===== config.mk =====
export PLATFORM = sky130hd
export DESIGN_NAME = flashCmdSeq
export DESIGN_NICKNAME = d
export VERILOG_FILES = /design/src/rtl/flashSeqPkg.sv /design/src/rtl/flashEraseQual.sv /design/src/rtl/flashSeqCtrl.sv /design/src/rtl/flashSeqData.sv /design/src/rtl/flashCmdSeq.sv
export SDC_FILE = /design/constraint.sdc
export NUM_CORES = 1
export LEC_CHECK = 0
export BUFFER_PORTS_ARGS = -buffer_cell sky130_fd_sc_hd__clkbuf_2
export CAP_MARGIN = 20
export CELL_PAD_IN_SITES_DETAIL_PLACEMENT = 1
export CELL_PAD_IN_SITES_GLOBAL_PLACEMENT = 1
export CORE_UTILIZATION = 43
export DETAILED_ROUTE_END_ITERATION = 12
export PLACE_DENSITY_LB_ADDON = 0.05
export SYNTH_ARGS = -nofsm -noshare
export SYNTH_HDL_FRONTEND = slang
export SYNTH_HIERARCHICAL = 1
export SYNTH_SLANG_ARGS = --single-unit

===== constraint.sdc =====
create_clock -name clk -period 3.6 [get_ports clk]
set_clock_uncertainty 0.15 [all_clocks]
set_input_delay 0.54 -clock clk [delete_from_list [all_inputs] [get_ports clk]]
set_output_delay 0.54 -clock clk [all_outputs]
set_load 0.005 [all_outputs]

===== src/rtl/flashSeqPkg.sv =====
package flashSeqPkg;
  localparam logic [15:0] OP_BURST    = 16'h0010;
  localparam logic [15:0] OP_SELECT   = 16'h0020;
  localparam logic [15:0] OP_SECURE   = 16'h0030;
  localparam logic [15:0] OP_FWD_BASE = 16'h0040;
  localparam logic [15:0] FWD_COUNT   = 16'd4;

  typedef enum logic [1:0] {ST_IDLE, ST_ADDR, ST_DATA, ST_SEL} seqState_t;

  typedef struct packed {
    logic loadHdr;
    logic loadAddr;
    logic issueWrite;
    logic setSel;
    logic fwdIssue;
  } seqStrobe_t;
endpackage


===== src/rtl/flashEraseQual.sv =====
module flashEraseQual #(
  parameter int ERASE_CYCLES = 13_200_000
) (
  input  logic clk,
  input  logic rstN,
  input  logic eraseIn,
  output logic eraseOk,
  output logic arrayErase
);
  localparam int CNT_W = $clog2(ERASE_CYCLES + 2);

  logic [CNT_W-1:0] holdCnt;

  // qualifying edge: the (ERASE_CYCLES+1)-th consecutive high sample
  assign eraseOk = eraseIn && (holdCnt == CNT_W'(ERASE_CYCLES));

  always_ff @(posedge clk) begin
    if (!rstN) begin
      holdCnt    <= '0;
      arrayErase <= 1'b0;
    end else begin
      arrayErase <= eraseOk;
      if (!eraseIn)
        holdCnt <= '0;
      else if (holdCnt != CNT_W'(ERASE_CYCLES + 1))
        holdCnt <= holdCnt + 1'b1;
    end
  end
endmodule


===== src/rtl/flashSeqCtrl.sv =====
module flashSeqCtrl
  import flashSeqPkg::*;
#(
  parameter int DATA_W = 32
) (
  input  logic              clk,
  input  logic              rstN,
  input  logic              inValid,
  input  logic [DATA_W-1:0] inData,
  input  logic              wrBusy,
  input  logic              remZero,
  input  logic              remOne,
  input  logic              eraseOk,
  output logic              inReady,
  output seqStrobe_t        strobe,
  output logic              locked,
  output logic              errFlag
);
  localparam int HALF_W = DATA_W / 2;

  seqState_t         state, nextState;
  logic              accept, setLock, setErr, isFwd;
  logic [HALF_W-1:0] opField;

  assign inReady = !wrBusy;
  assign accept  = inValid && inReady;
  assign opField = inData[HALF_W-1:0];
  assign isFwd   = (opField >= HALF_W'(OP_FWD_BASE)) &&
                   (opField <  HALF_W'(OP_FWD_BASE + FWD_COUNT));

  always_comb begin
    strobe    = '0;
    nextState = state;
    setLock   = 1'b0;
    setErr    = 1'b0;
    if (accept) begin
      if (locked) begin
        setErr = 1'b1;
      end else begin
        unique case (state)
          ST_IDLE: begin
            if (opField == HALF_W'(OP_BURST)) begin
              strobe.loadHdr = 1'b1;
              nextState      = ST_ADDR;
            end else if (opField == HALF_W'(OP_SELECT)) begin
              nextState = ST_SEL;
            end else if (opField == HALF_W'(OP_SECURE)) begin
              setLock = 1'b1;
            end else if (isFwd) begin
              strobe.fwdIssue = 1'b1;
            end else begin
              setErr = 1'b1;
            end
          end
          ST_ADDR: begin
            strobe.loadAddr = 1'b1;
            nextState       = remZero ? ST_IDLE : ST_DATA;
          end
          ST_DATA: begin
            strobe.issueWrite = 1'b1;
            if (remOne) nextState = ST_IDLE;
          end
          ST_SEL: begin
            if (inData < DATA_W'(2)) strobe.setSel = 1'b1;
            else                     setErr        = 1'b1;
            nextState = ST_IDLE;
          end
          default: nextState = ST_IDLE;
        endcase
      end
    end
  end

  always_ff @(posedge clk) begin
    if (!rstN) begin
      state   <= ST_IDLE;
      locked  <= 1'b0;
      errFlag <= 1'b0;
    end else if (eraseOk) begin
      state  <= ST_IDLE;
      locked <= 1'b0;
    end else begin
      state <= nextState;
      if (setLock) locked  <= 1'b1;
      if (setErr)  errFlag <= 1'b1;
    end
  end
endmodule


===== src/rtl/flashSeqData.sv =====
module flashSeqData
  import flashSeqPkg::*;
#(
  parameter int DATA_W = 32,
  parameter int ADDR_W = 32
) (
  input  logic                   clk,
  input  logic                   rstN,
  input  logic [DATA_W-1:0]      inData,
  input  seqStrobe_t             strobe,
  output logic                   remZero,
  output logic                   remOne,
  output logic                   memWrEn,
  output logic [ADDR_W-1:0]      memWrAddr,
  output logic [DATA_W-1:0]      memWrData,
  output logic                   ctrlSel,
  output logic                   fwdCmdEn,
  output logic [DATA_W/2-1:0]    fwdCmdOp
);
  localparam int HALF_W = DATA_W / 2;
  localparam int STEP   = DATA_W / 8;

  logic [HALF_W-1:0] remCnt;
  logic [ADDR_W-1:0] nextAddr;

  assign remZero = (remCnt == '0);
  assign remOne  = (remCnt == HALF_W'(1));

  always_ff @(posedge clk) begin
    if (!rstN) begin
      remCnt    <= '0;
      nextAddr  <= '0;
      memWrEn   <= 1'b0;
      memWrAddr <= '0;
      memWrData <= '0;
      ctrlSel   <= 1'b0;
      fwdCmdEn  <= 1'b0;
      fwdCmdOp  <= '0;
    end else begin
      memWrEn  <= strobe.issueWrite;
      fwdCmdEn <= strobe.fwdIssue;
      if (strobe.loadHdr)  remCnt   <= inData[DATA_W-1:HALF_W];
      if (strobe.loadAddr) nextAddr <= inData[ADDR_W-1:0];
      if (strobe.issueWrite) begin
        remCnt    <= remCnt - 1'b1;
        nextAddr  <= nextAddr + ADDR_W'(STEP);
        memWrAddr <= nextAddr;
        memWrData <= inData;
      end
      if (strobe.setSel)   ctrlSel  <= inData[0];
      if (strobe.fwdIssue) fwdCmdOp <= inData[HALF_W-1:0];
    end
  end
endmodule


===== src/rtl/flashCmdSeq.sv =====
module flashCmdSeq
  import flashSeqPkg::*;
#(
  parameter int DATA_W       = 32,
  parameter int ADDR_W       = 32,
  parameter int ERASE_CYCLES = 13_200_000
) (
  input  logic                clk,
  input  logic                rstN,
  input  logic                inValid,
  output logic                inReady,
  input  logic [DATA_W-1:0]   inData,
  input  logic                eraseIn,
  output logic                memWrEn,
  output logic [ADDR_W-1:0]   memWrAddr,
  output logic [DATA_W-1:0]   memWrData,
  output logic                ctrlSel,
  output logic                fwdCmdEn,
  output logic [DATA_W/2-1:0] fwdCmdOp,
  output logic                arrayErase,
  output logic                locked,
  output logic                errFlag
);
  seqStrobe_t strobe;
  logic       remZero, remOne, eraseOk;

  flashEraseQual #(.ERASE_CYCLES(ERASE_CYCLES)) u_erase (
    .clk(clk), .rstN(rstN), .eraseIn(eraseIn),
    .eraseOk(eraseOk), .arrayErase(arrayErase)
  );

  flashSeqCtrl #(.DATA_W(DATA_W)) u_ctrl (
    .clk(clk), .rstN(rstN), .inValid(inValid), .inData(inData),
    .wrBusy(memWrEn), .remZero(remZero), .remOne(remOne),
    .eraseOk(eraseOk), .inReady(inReady), .strobe(strobe),
    .locked(locked), .errFlag(errFlag)
  );

  flashSeqData #(.DATA_W(DATA_W), .ADDR_W(ADDR_W)) u_data (
    .clk(clk), .rstN(rstN), .inData(inData), .strobe(strobe),
    .remZero(remZero), .remOne(remOne), .memWrEn(memWrEn),
    .memWrAddr(memWrAddr), .memWrData(memWrData), .ctrlSel(ctrlSel),
    .fwdCmdEn(fwdCmdEn), .fwdCmdOp(fwdCmdOp)
  );
endmodule


======== Word-level counts from Yosys, hierarchy flattened ========
Cells that the tools add are included.
Widths: inputs -> output; s select.
word-level totals
  bits in latches ......................... 0
  memory bits (writable) .................. 0
  memory bits (read-only) ................. 0
  register bits after elaboration ......... 160
  bits of input ports ..................... 36
  memories ................................ 0
  word-level logic and storage cells ...... 81
  output and inout bits ................... 87
operators by class
  shift operators ......................... 0
  reduce and logical (&&, ||, !) cells .... 12
  equality and inequality tests ........... 11
  $lt $le $gt $ge ......................... 3
  add/subtract/negate cells ............... 3
  mux-type cells .......................... 36
  $mul .................................... 0
  div/mod/pow operators ................... 0
  bitwise logic cells ..................... 3
operators by type and width
  operator               number
  $mux 32                2
  $add 32x3->32 const B  1
  $eq 16x6->1 const B    2
  $lt 32x2->1 const B    1
  $mux 16                2
  $add 24x1->24 const B  1
  $eq 24x24->1 const B   1
  $mux 1                 24
  $ne 24x24->1 const B   1
  $eq 16x1->1 const B    1
  $eq 16x5->1 const B    1
  $ge 16x7->1 const B    1
  $logic_not 16->1       1
  $lt 16x7->1 const B    1
  $sub 16x1->16 const B  1
  $mux 5                 2
  $mux 2                 4
  $pmux 2 s4             1
  $eq 2x2->1 const B     2
  $reduce_and 2->1       2
  $reduce_and 4->1       1
  $reduce_bool 2->1      2
  $logic_and 1x1->1      3
  $ne 3x1->1 const B     1
  7 further kinds        9

======== Depth between registers and ports, before layout ========
Gate-level depths: netlist of the first run.
  word-level depth ........................ 11
  mapped depth ............................ 9
  mapped depth without buffers ............ 9

======== Cells and area by module ========
The synthesis of the first run kept the hierarchy.
by module, submodules not included
  module          seq. area each (um^2)  times used  area each (um^2)  cells each
  flashSeqData    2622.5                 1           5849.4            632
  flashEraseQual  500.5                  1           1208.7            144
  flashSeqCtrl    80.1                   1           523.0             68

======== Worst setup path before layout of the first run ========
Ideal clock, no wire load.
  path type ............................... input to register
  from .................................... input inData[7]
  to ...................................... register u_data.remCnt[3]
  library setup time ...................... 0.091 ns
  arrival time ............................ 2.717 ns
  path slack .............................. 0.643 ns
  cell stages on the path ................. 7
  buffers on the path ..................... 2
  required time ........................... 3.359 ns
  cells stage by stage .................... or3_1 > or3_1 > nor3_1 > clkbuf_1 > buf_1 > a211oi_1 > a311oi_1
RTL lines
  element               line                RTL
  from (decl)           flashCmdSeq.sv:12   input logic [DATA_W-1:0] inData,
  to (signal assigned)  flashSeqData.sv:42  if (strobe.loadHdr) remCnt <= inData[DATA_W-1:HALF_W];
  to (signal assigned)  flashSeqData.sv:45  remCnt <= remCnt - 1'b1;
  to (decl)             flashSeqData.sv:23  logic [HALF_W-1:0] remCnt;

======== Final worst setup path of the first run ========
  from .................................... register u_data.remCnt[0]
  to ...................................... register u_ctrl.state[1]
between the ends
  word-level cells in the longest chain between the ends .. 3
  elaborated cells between the ends (all ways) .. 6
  classes of those cells .................. eq/ne (2); mux (2); reduce/logical (2)
ends and longest elaborated chain
  element               line                RTL
  $logic_not 16->1      flashSeqData.sv:26  assign remZero = (remCnt == '0);
  net remZero           flashCmdSeq.sv:25   logic remZero, remOne, eraseOk;
  $mux 2                flashSeqCtrl.sv:57  nextState = remZero ? ST_IDLE : ST_DATA;
  $pmux 2 s4            flashSeqCtrl.sv:40  unique case (state)
  to (signal assigned)  flashSeqCtrl.sv:83  state <= nextState;
  to (decl)             flashSeqCtrl.sv:21  seqState_t state, nextState;
The timed path passes the listed nets, and every way through them passes these cells.
A chain may end at the register's enable or synchronous reset.

==> flow_summary.json, run 1 <==
{
  "rows": 48,
  "gr-usage-met2": 0.419,
  "fin_worst_hold_slack_ns": 0.278,
  "overall_overflow_remaining_after_global_route": 0,
  "syn_inst": 844,
  "hold_path.class": "input pin to register",
  "clockBufferDepth": 2,
  "count_of_pins_on_the_block_boundary": 123,
  "core_region_area_mm2": 0.0172,
  "number_of_global_route_vias_before_repair": 6730,
  "grt_usage": 0.250,
  "setup.worst_path.class": "register to register",
  "die_w_um": 135,
  "cts_hold_buf": 0,
  "switching_share": 0.240,
  "pre_cts_ws_ns": 0.728,
  "number_of_antenna_repair_diodes": 0,
  "power_density_mw_per_mm2": 410,
  "cp_data_required_time_ns": 3.76,
  "max-slew-margin-rel": 0.442,
  "main_combinational_cell_family_by_area_after_synthesis": "simple AND/OR/NAND/NOR gates",
  "timing.critical_path.arrival_ns": 2.85,
  "clock_tree_from_tritoncts": "yes",
  "power.sequential.fraction": 0.485,
  "gr-usage-met1": 0.321,
  "clkTransAtPathRegs_ns": 0.07,
  "globalplace.congestion": 0.834,
  "combinationalPowerShare": 0.031,
  "finalSetupViolCount": 0,
  "route.antenna.remaining_nets": 0,
  "r2r_slack_ns": 0.90,
  "grt_pass1_wl_mm": 35.5,
  "route.final.wire_length_mm": 21.7,
  "worstSkewPairLatency_ns": 0.43,
  "synth-main-ff-cell": "sky130_fd_sc_hd__dfxtp_1",
  "tns_ns": 0,
  "synthesized_flop_and_latch_total": 160,
  "max_freq_mhz": 371,
  "antenna_found_initial": 0,
  "via_count": 6594,
  "setup_slack_ns": 0.905,
  "power.share.clock": 0.484,
  "design_internal_power_mw": 2.78,
  "initial_utilization": 0.440,
  "worst_slew_pin_slew_ns": 0.835,
  "layout.nets": 985,
  "postSynth.asyncResetShare": 0,
  "cts.repair.resized": 0,
  "share_of_layout_cells_above_drive_strength_1": 0.210,
  "dr.pass1.iters": 4,
  "static_power_due_to_leakage_nw": 3.30,
  "vdd_drop_max_mv": 0.337,
  "yosysWarnings": 6,
  "die_h_um": 135,
  "timing.critical_path.to_type": "register",
  "cts_post_setup_buffers_inserted": 0,
  "route.detailed.drc": 0,
  "finalCoreUtilization": 0.518,
  "rsz_0062_raised_after_global_routing": "false",
  "final_cell_count_no_fill": 1176,
  "post_synth_and_or_nand_nor_area_fraction": 0.218,
  "area_delta_synth_final_pct": 17.8,
  "via_per_inst": 5.61,
  "tritoncts_num_sinks": 160,
  "synth_area_per_cell_um2": 8.98,
  "dp_hpwl_mm": 14.9,
  "grt_most_used_layer": "met2",
  "synth-edff-count": 0,
  "p_total_mw": 3.66,
  "synth_xor_area_frac": 0.0370,
  "max_fanout_on_critical_path": 7,
  "placed_cells_incl_taps": 1145,
  "finalMaxSlewViolations": 0,
  "run_status": "finished, final reports clean",
  "mappedNetlistNets": 890,
  "synth.distinct_cells": 54,
  "h-tree-depth": 4,
  "synthesis.area_mm2": 0.00758,
  "cap_viol_max_count": 0,
  "cts_buf_count": 17,
  "number_of_hold_violations_in_the_final_report": 0,
  "maximum_number_of_pins_on_one_net_before_global_route_repair": 65,
  "post-route-min-period_ns": 2.70,
  "fin_crit_sh": 0.749,
  "dr.first_iter.drc_count": 349,
  "synthAdderAreaFrac": 0.0165,
  "postPlaceCellArea_mm2": 0.00836,
  "cts-root-buf": "sky130_fd_sc_hd__clkbuf_16",
  "io_buffer_count": 122,
  "power_switching_mw": 0.878,
  "postLayoutCellArea_mm2": 0.00893,
  "critPathLaunchType": "register",
  "proportion_of_synthesized_area_in_mux_cells": 0.139,
  "grt_util_met3": 0.0563,
  "synth-seq-area-share": 0.423,
  "post_drt_wl_per_cell_um": 18.4,
  "synth-compound-area-share": 0.129,
  "die_area_mm2": 0.0182
}
## per-layer routing
| layer | part of all wire | wire (um) |
|---|---|---|
| met5 | 0 | 0 |
| met1 | 0.47 | 10100 |
| met4 | 0.012 | 265 |
| met3 | 0.036 | 790 |
| met2 | 0.49 | 10500 |
## flip-flops by register name, summed over array words and instances, names as in the netlist, 2 cells and up
register,flops
u_data/memWrAddr,32
u_data/memWrData,32
u_data/nextAddr,32
u_erase/holdCnt,24
u_data/fwdCmdOp,16
u_data/remCnt,16
u_ctrl/state,2
## logic make-up (layout without fill, tap and decap cells)
group                      Yosys count  in the layout
xor gates and xnor gates            32             32
buffers and inverters               75            182
adders and majority gates           10             10
DFF                                160            160
AOI/OAI and AO/OA                  157            157
and+or+nand+nor                    307            307
muxes                              103            103
## Yosys cell counts (all sizes together) (2+ instances only)
master	n	area, um^2
dfxtp	160	3200
nor2	103	387
mux2i	83	831
o21ai	52	260
clkbuf	41	154
nand2	38	143
a211oi	29	218
a21oi	29	145
inv	22	82.6
nand3	22	120
mux2	20	225
nor4	20	155
or3	20	126
or4	19	154
nor2b	18	113
xnor2	16	140
xor2	16	140
nand4	15	106
a31oi	14	87.6
nor3	14	70.1
buf	12	55.1
o31ai	11	82.6
ha	10	125
and4	8	71.3
nand2b	8	50.1
o211ai	8	60.1
and2	6	37.5
or2	5	33.8
and3	4	25.0
a311oi	2	17.5
nand3b	2	15.0
nor3b	2	15.0
o21a	2	15.0
o311a	2	20.0
## critical path: stages, from the launching register on
cell and delay [ns]:
sky130_fd_sc_hd__dfxtp_1 0.38, sky130_fd_sc_hd__inv_1 0.13, sky130_fd_sc_hd__ha_1 0.25, sky130_fd_sc_hd__or3b_2 0.53, sky130_fd_sc_hd__or2_2 0.32, sky130_fd_sc_hd__nor4_1 0.22, sky130_fd_sc_hd__nor2b_1 0.08, sky130_fd_sc_hd__o2111a_1 0.26
sky130_fd_sc_hd__o211ai_1 0.12, sky130_fd_sc_hd__o211ai_1 0.12
## final cells by class
cell class | count | area (um^2)
fill | 2021 | 8310
multi-input combinational | 609 | 4090
sequential | 160 | 3200
timing repair buffer | 129 | 701
clock buffer | 18 | 439
tap | 225 | 282
clock inverter | 13 | 130
inverter | 22 | 82.6
## power groups by stage
| stage | Clock (mW) | Combinational [mW] | Sequential [mW] |
|---|---|---|---|
| 4_1_cts | 1.82 | 0.115 | 1.77 |
| 6_report | 1.77 | 0.113 | 1.77 |
| 5_1_grt | 1.89 | 0.123 | 1.77 |
| 3_3_place_gp | 0 | 0.111 | 1.81 |
| 2_1_floorplan | 0 | 0.0423 | 1.81 |
| 3_5_place_dp | 0 | 0.114 | 1.81 |
## cells in the final DEF (no fill, tap or decap), types with 14 or more instances in the layout
cell type	count
sky130_fd_sc_hd__nand3_1	20
sky130_fd_sc_hd__nand2_1	38
sky130_fd_sc_hd__clkbuf_16	17
sky130_fd_sc_hd__or4_1	16
sky130_fd_sc_hd__nor2b_1	18
sky130_fd_sc_hd__a211oi_1	29
sky130_fd_sc_hd__clkbuf_2	122
sky130_fd_sc_hd__nor2_1	103
sky130_fd_sc_hd__a21oi_1	29
sky130_fd_sc_hd__a31oi_1	14
sky130_fd_sc_hd__nor4_1	18
sky130_fd_sc_hd__mux2_2	20
sky130_fd_sc_hd__mux2i_1	83
sky130_fd_sc_hd__o21ai_0	52
sky130_fd_sc_hd__inv_1	21
sky130_fd_sc_hd__dfxtp_1	160
sky130_fd_sc_hd__xor2_1	16
sky130_fd_sc_hd__xnor2_1	16
sky130_fd_sc_hd__or3_1	19
## worst paths after layout
| path | from | cells past startpoint | end |
|---|---|---|---|
| min reg2reg | u_data/memWrAddr[30] | 2 | u_data/memWrAddr[30] |
| min | inData[12] | 3 | u_data/memWrData[12] |
| max reg2reg | u_data/remCnt[0] | 9 | u_ctrl/state[1] |
| max | u_data/remCnt[0] | 9 | u_ctrl/state[1] |
Note: power is estimated with default switching activity, not from simulation.
==> inputs of run 2 (changes only) <==
- CORE_UTILIZATION: 43 -> 39
- clock period: 3.6 -> 2.3 ns (I/O delays scaled with it)
==> run 2 against run 1 <==
The run now ends with negative setup slack left. Sequential power increased by 57%. Utilization increased by 0.13 points. Sequential share of layout area decreased by 3.2 points.
==> flow_summary.json, run 2 (synthesis gave the netlist of run 1 again) <==
{
  "grt_util_met3": 0.0351,
  "dr.pass1.iters": 4,
  "grt_pass1_wl_mm": 38.7,
  "grt_most_used_layer": "met2",
  "clkTransAtPathRegs_ns": 0.07,
  "maximum_number_of_pins_on_one_net_before_global_route_repair": 51,
  "layout.nets": 1068,
  "count_of_pins_on_the_block_boundary": 123,
  "power_switching_mw": 1.37,
  "die_w_um": 141,
  "max-slew-margin-rel": 0.625,
  "die_h_um": 141,
  "post-route-min-period_ns": 2.37,
  "fin_crit_sh": 1.03,
  "tritoncts_num_sinks": 160,
  "timing.critical_path.to_type": "register",
  "rows": 50,
  "route.final.wire_length_mm": 24.1,
  "h-tree-depth": 4,
  "dr.first_iter.drc_count": 225,
  "grt_usage": 0.247,
  "cts_buf_count": 17,
  "rsz_0062_raised_after_global_routing": "true",
  "clock_tree_from_tritoncts": "yes",
  "number_of_hold_violations_in_the_final_report": 0,
  "worst_slew_pin_slew_ns": 0.557,
  "worstSkewPairLatency_ns": 0.42,
  "hold_path.class": "input pin to register",
  "antenna_found_initial": 0,
  "via_count": 7015,
  "overall_overflow_remaining_after_global_route": 0,
  "post_drt_wl_per_cell_um": 18.6,
  "cp_data_required_time_ns": 2.51,
  "vdd_drop_max_mv": 0.510,
  "max_fanout_on_critical_path": 4,
  "setup.worst_path.class": "register to register",
  "dp_hpwl_mm": 17.7,
  "design_internal_power_mw": 4.53,
  "power.share.clock": 0.491,
  "number_of_antenna_repair_diodes": 0,
  "finalMaxSlewViolations": 0,
  "cts_hold_buf": 0,
  "gr-usage-met2": 0.448,
  "globalplace.congestion": 0.857,
  "core_region_area_mm2": 0.0189,
  "clockBufferDepth": 2,
  "number_of_global_route_vias_before_repair": 7354,
  "gr-usage-met1": 0.294,
  "fillers": 2220,
  "failed_checks": "negative setup slack",
  "route.detailed.drc": 0,
  "tns_ns": -0.134,
  "static_power_due_to_leakage_nw": 3.80,
  "switching_share": 0.232,
  "highest_count_cells_in_the_layout_ignoring_fill_and_taps": "sky130_fd_sc_hd__dfxtp_1, sky130_fd_sc_hd__clkbuf_2, sky130_fd_sc_hd__nor2_1, sky130_fd_sc_hd__mux2i_1, sky130_fd_sc_hd__buf_4",
  "critPathLaunchType": "register",
  "timing.critical_path.arrival_ns": 2.58,
  "largestRegisters": "u_data/memWrAddr: 32 flops, u_data/memWrData: 32 flops, u_data/nextAddr: 32 flops",
  "cts-root-buf": "sky130_fd_sc_hd__clkbuf_16",
  "initial_utilization": 0.401,
  "combinationalPowerShare": 0.038,
  "die_area_mm2": 0.0200,
  "share_of_layout_cells_above_drive_strength_1": 0.296,
  "power.sequential.fraction": 0.471,
  "final_common_cell": "sky130_fd_sc_hd__dfxtp_1",
  "via_per_inst": 5.42,
  "cap_viol_max_count": 0,
  "power_density_mw_per_mm2": 601,
  "io_buffer_count": 122,
  "setup_slack_ns": -0.0718,
  "run_status": "finished, violations left",
  "max_freq_mhz": 422,
  "fin_worst_hold_slack_ns": 0.0961,
  "area_delta_synth_final_pct": 29.4,
  "route.antenna.remaining_nets": 0,
  "finalSetupViolCount": 3
}
run 2: cell types whose count changed in the layout (fill, tap and decap cells not counted), moves of 3 or more:
cell and change:
sky130_fd_sc_hd__o21ai_1 +5, sky130_fd_sc_hd__dfxtp_1 -5, sky130_fd_sc_hd__dfxtp_2 +5, sky130_fd_sc_hd__clkinvlp_4 -3, sky130_fd_sc_hd__buf_12 +6, sky130_fd_sc_hd__o21ai_0 -5, sky130_fd_sc_hd__or4_1 -3, sky130_fd_sc_hd__buf_4 +76
sky130_fd_sc_hd__or4_4 +3
run 2: repair_timing:
action	in CTS	in global routing
endpoints found under the setup margin	4	8
gates resized for setup	8	13
buffers inserted	1	0
pin swaps	5	3
run 2: layout make-up:
cell class                      count  area [um^2]  share of cell area
Clock buffer                       19          453              0.0462
Clock inverter                     13          151              0.0154
Inverter                           22         82.6             0.00842
Multi-Input combinational cell    609         4190               0.427
Sequential cell                   160         3210               0.327
Tap cell                          260          325              0.0332
Timing Repair Buffer              212         1400               0.143
run 2: metal layers:
layer  vias up  wire [um]
li1       3406          -
met4         0        437
met1      3466      10500
met3        24        684
met2       119      12400
met5         -          0
run 2: worst paths after layout:
path                        startpoint                    to  slack [ns]  cells after the start
setup / recovery   u_erase/holdCnt[18]    u_erase/holdCnt[1]       -0.07                      5
hold / removal              inData[29]  u_data/memWrData[29]         0.1                      3
setup reg to reg   u_erase/holdCnt[18]    u_erase/holdCnt[1]       -0.07                      5
hold reg to reg   u_data/memWrAddr[29]  u_data/memWrAddr[29]        0.33                      2
run 2: worst max-delay path, stage by stage, from the launching register on:
cell	delay, ns
sky130_fd_sc_hd__dfxtp_2	0.32
sky130_fd_sc_hd__or4_4	0.52
sky130_fd_sc_hd__or4_4	0.56
sky130_fd_sc_hd__buf_6	0.15
sky130_fd_sc_hd__or4_4	0.48
sky130_fd_sc_hd__a21oi_2	0.12
run 2: power groups by stage:
stage / clock network, mW / registers (mW) / logic (mW)
floorplan: 0 / 2.84 / 0.0677
global placement: 0 / 2.84 / 0.216
detailed placement: 0 / 2.84 / 0.223
CTS: 2.97 / 2.78 / 0.225
global route: 3.10 / 2.78 / 0.239
finish: 2.90 / 2.78 / 0.224
run 2: through the flow:
stage          setup slack [ns]  instances  utilization  area (um^2)  total power [mW]
6_report                -0.0718       1295        0.519         9810              5.90
5_1_grt                  -0.167       1295        0.519         9810              6.11
4_1_cts                 -0.0620       1295        0.517         9770              5.97
3_5_place_dp             -0.117       1262        0.483         9120              3.06
3_3_place_gp             -0.100       1262        0.483         9120              3.06
2_1_floorplan           -0.0198        844            -         7620              2.91
